## config.mk

```make
export PLATFORM = sky130hd
export DESIGN_NAME = sd_pwr_detect_ctrl
export DESIGN_NICKNAME = d
export VERILOG_FILES = /design/src/rtl/sdpd_pkg.sv /design/src/rtl/sdpd_sync.sv /design/src/rtl/sdpd_detect.sv /design/src/rtl/sdpd_power.sv /design/src/rtl/sd_pwr_detect_ctrl.sv
export SDC_FILE = /design/constraint.sdc
export NUM_CORES = 1
export LEC_CHECK = 0
export BUFFER_PORTS_ARGS = -buffer_cell sky130_fd_sc_hd__buf_2
export CORE_AREA = 2 2 39 41
export CTS_BUF_LIST = sky130_fd_sc_hd__clkbuf_16
export DETAILED_ROUTE_END_ITERATION = 12
export DIE_AREA = 0 0 41 43
export PLACE_DENSITY = 0.57
export SLEW_MARGIN = 10
export SYNTH_ARGS = -nofsm -noshare
export SYNTH_HDL_FRONTEND = slang
export SYNTH_HIERARCHICAL = 1
export SYNTH_SLANG_ARGS = --single-unit
```

## constraint.sdc

```tcl
create_clock -name clk -period 1.3 [get_ports clk]
set_input_delay 0.325 -clock clk [delete_from_list [all_inputs] [get_ports clk]]
set_output_delay 0.325 -clock clk [all_outputs]
set_load 0.005 [all_outputs]
```

## src/rtl/sdpd_pkg.sv

```systemverilog
package sdpd_pkg;

    parameter int VSEL_W = 3;

    typedef logic [VSEL_W-1:0] vcode_t;

    localparam vcode_t VCODE_1V8 = vcode_t'(5);
    localparam vcode_t VCODE_3V0 = vcode_t'(6);
    localparam vcode_t VCODE_3V3 = vcode_t'(7);

    typedef struct packed {
        vcode_t vsel;
        logic   pwr;
    } pwr_state_t;

    typedef struct packed {
        logic src_test;
        logic test_lvl;
    } det_state_t;

    // Returns 1 when the code names a level whose capability input is set.
    function automatic logic vcode_ok(vcode_t code, logic c18, logic c30, logic c33);
        logic ok;
        case (code)
            VCODE_1V8: ok = c18;
            VCODE_3V0: ok = c30;
            VCODE_3V3: ok = c33;
            default:   ok = 1'b0;
        endcase
        return ok;
    endfunction

endpackage

```

## src/rtl/sdpd_sync.sv

```systemverilog
module sdpd_sync #(
    parameter int STAGES    = 2,
    parameter bit RESET_VAL = 1'b1
) (
    input  logic clk,
    input  logic rst_n,
    input  logic din,
    output logic dout
);
    logic [STAGES-1:0] stage_d;
    logic [STAGES-1:0] stage_q;

    always_comb begin
        stage_d[0] = din;
    end

    generate
        for (genvar i = 1; i < STAGES; i++) begin : g_chain
            always_comb begin
                stage_d[i] = stage_q[i-1];
            end
        end
    endgenerate

    always_ff @(posedge clk or negedge rst_n) begin
        if (!rst_n) begin
            stage_q <= {STAGES{RESET_VAL}};
        end else begin
            stage_q <= stage_d;
        end
    end

    assign dout = stage_q[STAGES-1];

endmodule

```

## src/rtl/sdpd_detect.sv

```systemverilog
module sdpd_detect
    import sdpd_pkg::*;
(
    input  logic clk,
    input  logic rst_n,
    input  logic cdsel_wr,
    input  logic cdsel_wdata,
    input  logic tlvl_wr,
    input  logic tlvl_wdata,
    input  logic pin_n_sync,
    output logic card_present
);
    det_state_t st_d, st_q;

    always_comb begin
        st_d = st_q;
        if (cdsel_wr) begin
            st_d.src_test = cdsel_wdata;
        end
        if (tlvl_wr) begin
            st_d.test_lvl = tlvl_wdata;
        end
    end

    always_ff @(posedge clk or negedge rst_n) begin
        if (!rst_n) begin
            st_q <= '0;
        end else begin
            st_q <= st_d;
        end
    end

    always_comb begin
        if (st_q.src_test) begin
            card_present = st_q.test_lvl;
        end else begin
            card_present = ~pin_n_sync;
        end
    end

    // a test level of 1 selected in the previous cycle reports a card
    a_r9_test_level: assert property (@(posedge clk) disable iff (!rst_n)
        (cdsel_wr && cdsel_wdata && tlvl_wr && tlvl_wdata) |=> card_present);

endmodule

```

## src/rtl/sdpd_power.sv

```systemverilog
module sdpd_power
    import sdpd_pkg::*;
(
    input  logic   clk,
    input  logic   rst_n,
    input  logic   vsel_wr,
    input  vcode_t vsel_wdata,
    input  logic   pwr_wr,
    input  logic   pwr_wdata,
    input  logic   cap_v18,
    input  logic   cap_v30,
    input  logic   cap_v33,
    input  logic   card_present,
    output logic   pwr_on,
    output vcode_t vsel
);
    pwr_state_t st_d, st_q;
    logic       code_ok;

    always_comb begin
        code_ok = vcode_ok(st_q.vsel, cap_v18, cap_v30, cap_v33);
        st_d    = st_q;
        if (vsel_wr) begin
            st_d.vsel = vsel_wdata;
        end
        if (!card_present) begin
            st_d.pwr = 1'b0;
        end else if (pwr_wr) begin
            if (!pwr_wdata) begin
                st_d.pwr = 1'b0;
            end else if (code_ok) begin
                st_d.pwr = 1'b1;
            end
        end
    end

    always_ff @(posedge clk or negedge rst_n) begin
        if (!rst_n) begin
            st_q <= '0;
        end else begin
            st_q <= st_d;
        end
    end

    assign pwr_on = st_q.pwr;
    assign vsel   = st_q.vsel;

    // the code changes only on a voltage write
    a_r2_vsel_hold: assert property (@(posedge clk) disable iff (!rst_n)
        !vsel_wr |=> $stable(st_q.vsel));

    // power rises only after an accepted power-on write
    a_r3_rise_needs_ok: assert property (@(posedge clk) disable iff (!rst_n)
        $rose(st_q.pwr) |-> $past(pwr_wr && pwr_wdata && card_present
                                  && vcode_ok(st_q.vsel, cap_v18, cap_v30, cap_v33)));

    // the loss of a card drops power on the next edge
    a_r6_no_card_drop: assert property (@(posedge clk) disable iff (!rst_n)
        !card_present |=> !st_q.pwr);

endmodule

```

## src/rtl/sd_pwr_detect_ctrl.sv

```systemverilog
module sd_pwr_detect_ctrl
    import sdpd_pkg::*;
#(
    parameter int SYNC_STAGES = 2
) (
    input  logic              clk,
    input  logic              rst_n,
    input  logic              vsel_wr,
    input  logic [VSEL_W-1:0] vsel_wdata,
    input  logic              pwr_wr,
    input  logic              pwr_wdata,
    input  logic              cdsel_wr,
    input  logic              cdsel_wdata,
    input  logic              tlvl_wr,
    input  logic              tlvl_wdata,
    input  logic              cap_v18,
    input  logic              cap_v30,
    input  logic              cap_v33,
    input  logic              card_det_n,
    input  logic              cmd_wr,
    output logic              bus_pwr_en,
    output logic [VSEL_W-1:0] bus_vsel,
    output logic              card_present,
    output logic              cmd_start
);
    logic pin_n_sync;
    logic present;
    logic pwr_on;

    sdpd_sync #(
        .STAGES    (SYNC_STAGES),
        .RESET_VAL (1'b1)
    ) u_sync (
        .clk   (clk),
        .rst_n (rst_n),
        .din   (card_det_n),
        .dout  (pin_n_sync)
    );

    sdpd_detect u_detect (
        .clk          (clk),
        .rst_n        (rst_n),
        .cdsel_wr     (cdsel_wr),
        .cdsel_wdata  (cdsel_wdata),
        .tlvl_wr      (tlvl_wr),
        .tlvl_wdata   (tlvl_wdata),
        .pin_n_sync   (pin_n_sync),
        .card_present (present)
    );

    sdpd_power u_power (
        .clk          (clk),
        .rst_n        (rst_n),
        .vsel_wr      (vsel_wr),
        .vsel_wdata   (vsel_wdata),
        .pwr_wr       (pwr_wr),
        .pwr_wdata    (pwr_wdata),
        .cap_v18      (cap_v18),
        .cap_v30      (cap_v30),
        .cap_v33      (cap_v33),
        .card_present (present),
        .pwr_on       (pwr_on),
        .vsel         (bus_vsel)
    );

    assign bus_pwr_en   = pwr_on;
    assign card_present = present;
    assign cmd_start    = cmd_wr & pwr_on;

    // no transfer can start in the cycle after a card was missing
    a_r7_cmd_blocked: assert property (@(posedge clk) disable iff (!rst_n)
        !present |=> !cmd_start);

endmodule

```

==> impl_metrics.csv <==
group,metric,value,unit
run_status,status,"finished, final reports clean",
global_routing,grt_overflow,0,
sta,finalSetupViolCount,0,
logic_synthesis,ys_types,12,
logic_synthesis,synthCells,22,
logic_synthesis,synth_common_cells,"dfrtp_1 (6), mux2_1 (3), dfstp_2 (2), inv_1 (2), mux2_4 (2)",
floorplanning,die_x,41,µm
drt,drc,0,
worst_setup_path,worstSetupPathType,"reg2out",
logic_synthesis,synth_seq_cells,8,
power_and_ir_drop,seq_power_share,33.1,%
global_routing,antenna_found_initial,0,
worst_setup_path,path_buf_inv,1,
floorplanning,start_util,23.24,%
final_layout,drive_above_1_share,62.50,%
final_layout,nNetsFinal,67,
logic_synthesis,synth_edf_count,0,
drt,vias_per_cell,4.234,
sta,fin_tns_setup,0,ns
place,port-buffer-count,22,
clock_tree,cts_setup_buffers,0,
drt,postRouteAntennaNets,0,
final_layout,n_antenna_cell,0,
power_and_ir_drop,power_frac_comb,9.6,%
worst_setup_path,slowest_stage,"dfstp_2",
worst_setup_path,critPathMaxStageDelay,0.52,ns
min_path,hold_class,"in2reg",
worst_setup_path,worstPathMaxFanout,2,
logic_synthesis,async_reset_ff_share,100.0,%
drt,dr.pass1.iters,4,
floorplanning,ios,23,
clock_tree,cts_made_buffers,3,
sta,tightest_slew,0.2332,ns
final_layout,syn_to_final_growth,68.09,%
clock_tree,cts_root_buffer,"clkbuf_16",
logic_synthesis,yosysTopAreaCell,"dfrtp_1",
final_layout,nFillCells,138,
power_and_ir_drop,swShare,17.46,%
flow_run,drv_cap,0,
sta,min_period,1.252,ns
logic_synthesis,synth.area.top_cells,"dfrtp_1 (47%), dfstp_2 (16%), mux2_1 (11%)",
floorplanning,dieArea,0.001763,mm²
clock_tree,cts_tree,"built",
power_and_ir_drop,p_leak,0.2786,nW
power_and_ir_drop,power.internal,720.4,µW
drt,finalWirelength,697,µm
floorplanning,rows,14,
worst_setup_path,cp_cell_sequence,"o21ai_2, buf_2",
power_and_ir_drop,powerDensity,1615,mW/mm²
logic_synthesis,syn_area,321.6,µm²
sta,fin_crit_sh,96.31,%
sta,relSlewSlack,84.35,%
power_and_ir_drop,power,872.8,µW
worst_setup_path,cp-start-kind,"flop",
global_routing,grt_max_degree,9,
worst_setup_path,crit_path_end_kind,"output port",
min_path,hold_path_depth,1,
logic_synthesis,synth_top_area_share,46.69,%
worst_setup_path,path_depth,2,
floorplanning,dieHeight,43,µm
worst_setup_path,ff2ff_path_depth,3,
logic_synthesis,yosysMostFrequentCell,"dfrtp_1",
clock_tree,clkTransAtPathRegs,0.04,ns
worst_setup_path,rrSetupSlack,0.28,ns
clock_tree,htree_levels,1,
sta,rsz0062_at_grt,"false",
power_and_ir_drop,ir_drop,0.0006337,V
drt,drt-initial-drc-count,1,
floorplanning,coreArea,0.001384,mm²
global_routing,groute.usage.overall,9.165,%
final_layout,final_util,39.06,%
logic_synthesis,seq_area_frac_synth,63.04,%
drt,dr_total_vias,271,
sta,fmax,798.7,MHz
logic_synthesis,yosys_most_used_dff,"dfrtp_1",
worst_setup_path,required,0.98,ns
worst_setup_path,cp.arrival,0.93,ns
worst_setup_path,cp_top_family,"flip-flops",
logic_synthesis,synth.net_count,39,
place,gp_congestion,0.6379,
logic_synthesis,syn_avg_cell_area,14.62,µm²
sta,hold_viol,0,
drt,routedWlPerCell,10.89,µm
global_routing,grt_pass1_vias,253,
power_and_ir_drop,switching_power,152.4,µW
sta,maxSlewViolCount,0,
global_routing,grt_first_pass_wirelength,993,µm
clock_tree,clk_path_buf_depth,2,
power_and_ir_drop,p_clk_share,57.3,%
clock_tree,worstSkewPairLatency,0.23,ns
logic_synthesis,ys_warn_count,6,
clock_tree,cts.sinks,8,
sta,finClkSkew,0.001350,ns
==> state kept, by name (all words and copies together), names as in the netlist <==
signal / count
u_detect/st_q: 2
u_power/pwr_on: 1
u_power/vsel: 3
u_sync/stage_q: 2
==> worst paths after layout <==
kind | to | from
max | card_present | u_sync/stage_q[1]
min | u_sync/stage_q[0] | card_det_n
max reg2reg | u_power/pwr_on | u_power/vsel[1]
min reg2reg | u_sync/stage_q[1] | u_sync/stage_q[0]
max in group asynchronous | u_sync/stage_q[0] | rst_n
min in group asynchronous | u_detect/st_q[0] | rst_n
==> layout by cell type, fill, tap and decap left out, drive strengths merged <==
cell type	count
buf	22
dfrtp	6
mux2	5
clkbuf	3
inv	2
dfstp	2
and2	1
dlygate4sd3	1
nand2	1
o21ai	1
a21oi	1
o211ai	1
a311oi	1
o221a	1
==> cell families (layout without fill, tap and decap cells) <==
| family | Yosys count | after routing | share of synthesized area (%) |
|---|---|---|---|
| compound gates | 5 | 5 | 11.67 |
| buf+inv | 2 | 28 | 2.336 |
| flops | 8 | 8 | 63.03 |
| mux | 5 | 5 | 19.84 |
| simple gates | 2 | 2 | 3.113 |
==> power by group through the flow <==
| stage | registers (mW) | logic, mW | clock network, mW |
|---|---|---|---|
| final | 0.289 | 0.0836 | 0.500 |
| after global routing | 0.293 | 0.0933 | 0.531 |
| after CTS | 0.289 | 0.0838 | 0.514 |
| after detailed placement | 0.291 | 0.0809 | 0 |
| after global placement | 0.290 | 0.0797 | 0 |
| after floorplan | 0.289 | 0.0298 | 0 |
==> through the flow <==
step	std cells	setup slack (ns)	hold slack (ns)	instance area [µm²]
CTS	64	0.01332	0.1934	536.8
floorplan	22	0.3533	0.02941	321.6
finish	64	0.04798	0.1984	540.5
global route	64	0.01197	0.1930	540.5
detailed placement	60	0.1913	0.1721	451.7
global placement	60	0.2365	0.1716	451.7
==> worst reg2reg max path, cell delays in order, from the launching register on <==
cell and delay (ns):
dfrtp_1 0.38, a21oi_1 0.09, a311oi_1 0.26, o221a_1 0.23
==> area by class of cell <==
class                           count  area (µm²)  area share, %
Clock buffer                        3       75.07          13.89
Timing Repair Buffer               23       120.1          22.22
Tap cell                           16       20.02          3.704
Inverter                            2       7.507          1.389
Multi-Input combinational cell     12       115.1          21.30
Sequential cell                     8       202.7          37.50
==> repair_timing <==
item,CTS,global route
gates cloned,0,0
hold buffers,1,0
gates resized for setup,1,1
setup endpoints to repair,1,1
endpoints found under the hold margin,6,0
==> per-layer routing <==
layer	vias to the layer above	wire length, µm	track usage (%)	share of wire [%]
met1	113	296	11.45	42
met2	23	279	10.94	40
met4	0	10	12.00	1.4
met3	2	110	1.571	16
li1	133	-	-	-
met5	-	0	0	0
(Power assumes the default switching activity.)
